$ cat config.mk
export PLATFORM = sky130hd
export DESIGN_NAME = retire_ctrl
export DESIGN_NICKNAME = d
export VERILOG_FILES = /design/src/rtl/retire_ctrl.sv
export SDC_FILE = /design/constraint.sdc
export NUM_CORES = 1
export LEC_CHECK = 0
export ABC_AREA = 1
export BUFFER_PORTS_ARGS = -buffer_cell sky130_fd_sc_hd__buf_4
export CORE_ASPECT_RATIO = 0.8
export CORE_MARGIN = 2
export CORE_UTILIZATION = 40
export DETAILED_ROUTE_END_ITERATION = 10
export PLACE_DENSITY = 0.66
export SLEW_MARGIN = 5
export SYNTH_ARGS = -nofsm -noshare
export SYNTH_HDL_FRONTEND = slang
export SYNTH_SLANG_ARGS = --single-unit
$ cat constraint.sdc
create_clock -name clk -period 6.9 [get_ports clk]
set_clock_uncertainty 0.2 [all_clocks]
set_input_delay 0.345 -clock clk [delete_from_list [all_inputs] [get_ports clk]]
set_output_delay 0.345 -clock clk [all_outputs]
set_load 0.02 [all_outputs]
$ cat src/rtl/retire_ctrl.sv
module retire_ctrl #(
  parameter int W        = 4,
  parameter int NSLOT    = 6,
  parameter int NT       = 2,
  parameter int SEQW     = 16,
  parameter int PCW      = 32,
  parameter int HITW     = 16,
  parameter int TRAP_LAT = 3,
  parameter int unsigned RESET_PC = 0,
  localparam int TIDW    = (NT > 1) ? $clog2(NT) : 1,
  localparam int CNTW    = $clog2(W + 1)
) (
  input  logic                  clk,
  input  logic                  rst_n,
  input  logic [NSLOT-1:0]      slot_grant,
  input  logic [NSLOT*TIDW-1:0] slot_tid,
  input  logic [NSLOT-1:0]      slot_ready,
  input  logic [NSLOT-1:0]      slot_squashed,
  input  logic [NSLOT-1:0]      slot_executed,
  input  logic [NSLOT-1:0]      slot_nonspec,
  input  logic [NSLOT-1:0]      slot_load,
  input  logic [NSLOT-1:0]      slot_fault,
  input  logic [NSLOT-1:0]      slot_nocount,
  input  logic [NSLOT*SEQW-1:0] slot_seq,
  input  logic [NSLOT*PCW-1:0]  slot_npc,
  input  logic                  stores_pending,
  output logic [NSLOT-1:0]      head_pop,
  output logic [CNTW-1:0]       retired_count,
  output logic [CNTW-1:0]       completed_count,
  output logic                  width_hit,
  output logic [HITW-1:0]       width_hit_cnt,
  output logic                  free_update,
  output logic                  done_valid,
  output logic [SEQW-1:0]       done_seq,
  output logic                  release_valid,
  output logic [TIDW-1:0]       release_tid,
  output logic [SEQW-1:0]       release_seq,
  output logic                  replay_req,
  output logic                  trap_start,
  output logic [TIDW-1:0]       trap_tid,
  output logic [NT-1:0]         trap_pending,
  output logic [NT-1:0]         trap_squash,
  output logic [NT*PCW-1:0]     arch_pc,
  output logic [NT*PCW-1:0]     arch_npc
);

  localparam int TMRW = (TRAP_LAT > 1) ? $clog2(TRAP_LAT) : 1;
  localparam logic [CNTW-1:0] WMAX = CNTW'(W);
  localparam logic [PCW-1:0]  ISZ  = PCW'(4);

  logic [NT-1:0]     upd;
  logic [NT*PCW-1:0] upd_npc;

  always_comb begin
    logic alive;
    logic [TIDW-1:0] t;
    head_pop        = '0;
    retired_count   = '0;
    completed_count = '0;
    done_valid      = 1'b0;
    done_seq        = '0;
    release_valid   = 1'b0;
    release_tid     = '0;
    release_seq     = '0;
    replay_req      = 1'b0;
    trap_start      = 1'b0;
    trap_tid        = '0;
    upd             = '0;
    upd_npc         = '0;
    alive           = 1'b1;
    for (int i = 0; i < NSLOT; i++) begin
      t = slot_tid[i*TIDW +: TIDW];
      if (alive && retired_count < WMAX) begin
        if (!slot_grant[i] || trap_pending[t] || !slot_ready[i]) begin
          alive = 1'b0;
        end else if (slot_squashed[i]) begin
          head_pop[i] = 1'b1;
        end else if (!slot_executed[i]) begin
          alive = 1'b0;
          if (slot_load[i] && !slot_nonspec[i]) begin
            release_valid = 1'b1;
            replay_req    = 1'b1;
            release_tid   = t;
            release_seq   = slot_seq[i*SEQW +: SEQW];
          end else if (slot_nonspec[i] && retired_count == '0 && !stores_pending) begin
            release_valid = 1'b1;
            release_tid   = t;
            release_seq   = slot_seq[i*SEQW +: SEQW];
          end
        end else if (slot_fault[i]) begin
          alive = 1'b0;
          if (retired_count == '0 && !stores_pending) begin
            trap_start = 1'b1;
            trap_tid   = t;
          end
        end else begin
          head_pop[i]   = 1'b1;
          retired_count = retired_count + 1'b1;
          if (!slot_nocount[i]) completed_count = completed_count + 1'b1;
          done_valid = 1'b1;
          done_seq   = slot_seq[i*SEQW +: SEQW];
          upd[t]     = 1'b1;
          upd_npc[int'(t)*PCW +: PCW] = slot_npc[i*PCW +: PCW];
        end
      end
    end
  end

  assign width_hit   = (retired_count == WMAX);
  assign free_update = |head_pop;

  always_ff @(posedge clk) begin
    if (!rst_n)         width_hit_cnt <= '0;
    else if (width_hit) width_hit_cnt <= width_hit_cnt + 1'b1;
  end

  for (genvar g = 0; g < NT; g++) begin : g_thr
    logic [PCW-1:0]  pc_q, npc_q;
    logic [TMRW-1:0] tmr_q;
    logic            pend_q;

    always_ff @(posedge clk) begin
      if (!rst_n) begin
        pc_q  <= PCW'(RESET_PC);
        npc_q <= PCW'(RESET_PC) + ISZ;
      end else if (upd[g]) begin
        pc_q  <= upd_npc[g*PCW +: PCW];
        npc_q <= upd_npc[g*PCW +: PCW] + ISZ;
      end
    end

    always_ff @(posedge clk) begin
      if (!rst_n) begin
        pend_q <= 1'b0;
        tmr_q  <= '0;
      end else if (trap_start && trap_tid == TIDW'(g)) begin
        pend_q <= 1'b1;
        tmr_q  <= TMRW'(TRAP_LAT - 1);
      end else if (pend_q) begin
        if (tmr_q == '0) pend_q <= 1'b0;
        else             tmr_q  <= tmr_q - 1'b1;
      end
    end

    assign trap_pending[g]          = pend_q;
    assign trap_squash[g]           = pend_q && (tmr_q == '0);
    assign arch_pc[g*PCW +: PCW]    = pc_q;
    assign arch_npc[g*PCW +: PCW]   = npc_q;


    trap_arm_chk: assert property (@(posedge clk) disable iff (!rst_n)
      (trap_start && trap_tid == TIDW'(g)) |=> trap_pending[g]);


    npc_step_chk: assert property (@(posedge clk) disable iff (!rst_n)
      $past(upd[g]) |-> (arch_npc[g*PCW +: PCW] == arch_pc[g*PCW +: PCW] + ISZ));
  end


  replay_rel_chk: assert property (@(posedge clk) disable iff (!rst_n)
    replay_req |-> release_valid);


  trap_excl_chk: assert property (@(posedge clk) disable iff (!rst_n)
    trap_start |-> !release_valid && !done_valid);


  hit_cnt_chk: assert property (@(posedge clk) disable iff (!rst_n)
    width_hit |=> width_hit_cnt == $past(width_hit_cnt) + 1'b1);


  free_chk: assert property (@(posedge clk) disable iff (!rst_n)
    (retired_count != '0) |-> free_update);

endmodule

==> impl_metrics.env <==
export IMPL_synth_edf_count=0
export IMPL_power_uw=2235
export IMPL_io_buffers=544
export IMPL_min_period_ns=6.019
export IMPL_end_kind="primary output"
export IMPL_grt_max_degree=65
export IMPL_swShare_pct=27.87
export IMPL_synthArstFlopShare_pct=0
export IMPL_synth_compound_area_share_pct=17.54
export IMPL_ys_seq_area_share_pct=18.19
export IMPL_avgViaCountPerCell=5.619
export IMPL_cpPeakStageDelay_ns=0.66
export IMPL_worstMarginPinSlew_ns=1.126
export IMPL_place_inst=3979
export IMPL_worstPathArrival_ns=5.47
export IMPL_syn_nets=3373
export IMPL_root_buffer="clkbuf_16"
export IMPL_routedWlPerCell_um=21.05
export IMPL_yosys_area_share_simple_pct=48.44
export IMPL_final_cells=4023
export IMPL_critPathSlowestCell="o21ai_0"
export IMPL_yosys_warnings=0
export IMPL_drt_iter0_drc=2348
export IMPL_slew_headroom_pct=24.82
export IMPL_tritoncts="yes"
export IMPL_clk_latency_ns=0.44
export IMPL_clockBufferDepth=2
export IMPL_internal_power_uw=1612
export IMPL_synth_flop_cell="dfxtp_1"
export IMPL_max_clock_freq_ghz=0.1661
export IMPL_ioPinCount=545
export IMPL_postCtsSetupBuffers=0
export IMPL_cts_buffers=17
export IMPL_synth_mux_area_share_pct=0
export IMPL_reg2reg_slack_ns=0.97
export IMPL_crit_chain="nand2_2 -> nand3_4 -> nor3_2 -> ha_1 -> or2_1 -> o21ai_2 -> inv_1 -> ha_1 -> nand3_4 -> nand3_1 -> inv_2 -> nand2_1 -> nand2_1 -> inv_1 -> ha_1 -> nand2_1 -> a21boi_1 -> ha_1 -> o21ai_0 -> nand3_1 -> inv_1 -> buf_4"
export IMPL_grt_pass1_wl_mm=127.3
export IMPL_coreArea_sq_um=39530
export IMPL_clkPwrFrac_pct=43.3
export IMPL_routabilityCongestion=1.013
export IMPL_path_max_fanout=13
export IMPL_grt_usage_pct=39.39
export IMPL_cp_required_ns=6.36
export IMPL_hpwl_mm=67.93
export IMPL_power_leakage_uw=0.01163
export IMPL_crit_type="register to primary output"
export IMPL_htreeDepth=4
export IMPL_syn_inst=3010
export IMPL_yosys_area_share_adder_pct=1.402
export IMPL_fin_setup_tns_ns=0
export IMPL_ir_drop_mv=0.1494
export IMPL_fin_crit_sh_pct=87.23
export IMPL_antenna_found_initial=12
export IMPL_start_kind="register"
export IMPL_drv_slew=0
export IMPL_p_sw_uw=622.7
export IMPL_drtAntennaViolNets=0
export IMPL_ys_types=61
export IMPL_pwr_share_seq_pct=38.5
export IMPL_drc=0
export IMPL_vias=22610
export IMPL_dieArea_sq_um=41800
export IMPL_row_count=65
export IMPL_synth_area_per_cell_sq_um=5.338
export IMPL_wl_mm=84.70
export IMPL_synth_seq_cells=146
export IMPL_dr_pass1_iters=6
export IMPL_crit_top_cell="ha_1"
export IMPL_setup_viol=0
export IMPL_synth_xor_area_share_pct=0.8644
export IMPL_drive_above_1_share_pct=20.86
export IMPL_synth_top_family_by_area="simple AND/OR/NAND/NOR gates"
export IMPL_power_frac_comb_pct=18.2
export IMPL_maxCapViolCount=0
export IMPL_grt_setup_unrepaired="no"
export IMPL_grt_overflow_total=0
export IMPL_grt_pass1_vias=21510
export IMPL_die_height_um=183.3
export IMPL_hp_class="input pin to register"
export IMPL_final_hold_viol_count=0
export IMPL_syn_area_sq_um=16070
export IMPL_die_w_um=228.1
export IMPL_cts_sinks=146
export IMPL_cts_clk_slew_worst_paths_ns=0.06
export IMPL_initial_core_util_pct=40.65
export IMPL_whs_ns=0.01965
export IMPL_finalNetCount=3826
export IMPL_p_per_area_nw_per_um2=106.0
export IMPL_status="complete, no violations"
export IMPL_area_growth_pct=31.15
[sequential cells by signal, indices dropped and copies added (netlist names)]
| register | flops |
|---|---|
| g_thr.pc_q | 64 |
| g_thr.npc_q | 60 |
| width_hit_cnt | 16 |
| g_thr.tmr_q | 4 |
| g_thr.pend_q | 2 |
[power groups by stage]
stage	sequential [uW]	combinational (uW)	clock, uW
floorplan	887	120	0
global placement	878	396	0
detailed placement	878	398	0
CTS	859	400	972
global route	860	434	1010
finish	859	407	968
[cells by family (layout without fill, tap and decap cells)]
family                     Yosys count  in the layout
DFF                                146            146
AOI/OAI and AO/OA                  467            467
other                                0             12
adders and majority gates           18             18
xor gates and xnor gates            15             15
buffers and inverters              542           1007
and+or+nand+nor                   1822           1822
[Yosys cell counts, drive strengths merged (4+ instances only)]
master / number / area share (%)
o21bai: 4 / 0.19
nand3: 301 / 9.9
o31ai: 10 / 0.47
ha: 18 / 1.4
o21ai: 224 / 7.0
nor3: 26 / 1.0
a21oi: 59 / 1.8
clkbuf: 83 / 1.9
inv: 384 / 9.0
a22oi: 9 / 0.42
nor2: 331 / 8.5
nand2: 1076 / 25
nand4: 41 / 1.8
or2: 31 / 1.2
o311ai: 9 / 0.49
nand3b: 7 / 0.33
a21boi: 15 / 0.70
dfxtp: 146 / 18
clkinv: 6 / 0.14
o211ai: 84 / 3.9
a221oi: 14 / 0.76
buf: 69 / 2.5
xor2: 9 / 0.54
xnor2: 6 / 0.33
a31oi: 22 / 0.86
[timing repair]
item,4_1_cts,5_1_grt
hold endpoints to repair,1,0
hold buffers,1,0
resized for setup,0,0
[area by class of cell]
| type | instances | area [sq um] |
|---|---|---|
| Sequential cell | 146 | 2923 |
| Clock inverter | 11 | 152.6 |
| Timing Repair Buffer | 586 | 4402 |
| Tap cell | 536 | 670.6 |
| Inverter | 390 | 1464 |
| Clock buffer | 20 | 446.7 |
| Fill cell | 4265 | 18450 |
| Antenna cell | 12 | 30.03 |
| Multi-Input combinational cell | 2322 | 10980 |
[final timing paths]
check | cells after the start | end | startpoint
max reg2reg | 25 | g_thr[1].npc_q[16] | g_thr[1].pend_q
min reg2reg | 2 | g_thr[0].pc_q[5] | g_thr[0].pc_q[5]
max | 22 | width_hit | g_thr[1].pend_q
min | 3 | g_thr[1].pc_q[0] | slot_npc[160]
[worst max-delay path, delay by kind of cell, from the launching register on]
| family | cells | cell delay (ns) |
|---|---|---|
| simple gates | 10 | 1.64 |
| fa+ha+maj | 4 | 1.02 |
| flops | 1 | 0.62 |
| compound gates | 3 | 0.99 |
| buf+inv | 5 | 0.75 |
[layout by cell type, fill, tap and decap left out, types with 4 or more instances in the layout]
cell type	count
or2_2	26
nand4_1	36
nor3_2	5
a21oi_1	59
inv_2	22
nor3_1	20
nand4_2	4
a31oi_1	22
clkinv_1	6
o21ai_0	207
or2_1	5
o31ai_1	9
nand3_1	289
xnor2_1	6
dfxtp_1	146
nand3b_1	7
nand2_2	9
a221oi_1	14
nor2_2	15
buf_4	585
a21boi_0	9
a21boi_1	6
xor2_1	8
o21bai_1	4
o311ai_0	9
o211ai_1	84
a22oi_1	9
nand2_1	1066
diode_2	12
nand3_2	9
nor2_4	7
nor2_1	307
o21ai_1	14
inv_1	362
clkbuf_16	17
ha_1	18
[routing by layer]
metal	part of all wire, %	vias to the layer above	global-route usage (%)	wire, um
li1	-	10590	-	-
met1	39	10480	48.09	33370
met2	47	1316	67.28	39590
met3	9.8	216	8.535	8261
met4	4.1	4	16.50	3446
met5	0.039	-	0	33
[per-stage QoR]
| stage | utilization, % | worst slack [ns] | area (sq um) |
|---|---|---|---|
| 6_report | 53.31 | 0.8813 | 21070 |
| 5_1_grt | 53.30 | 0.5374 | 21070 |
| 4_1_cts | 53.24 | 0.9775 | 21040 |
| 3_5_place_dp | 51.69 | 1.077 | 20430 |
| 3_3_place_gp | 51.69 | 1.320 | 20430 |
| 2_1_floorplan | - | 1.530 | 16070 |
(Power assumes the default switching activity.)
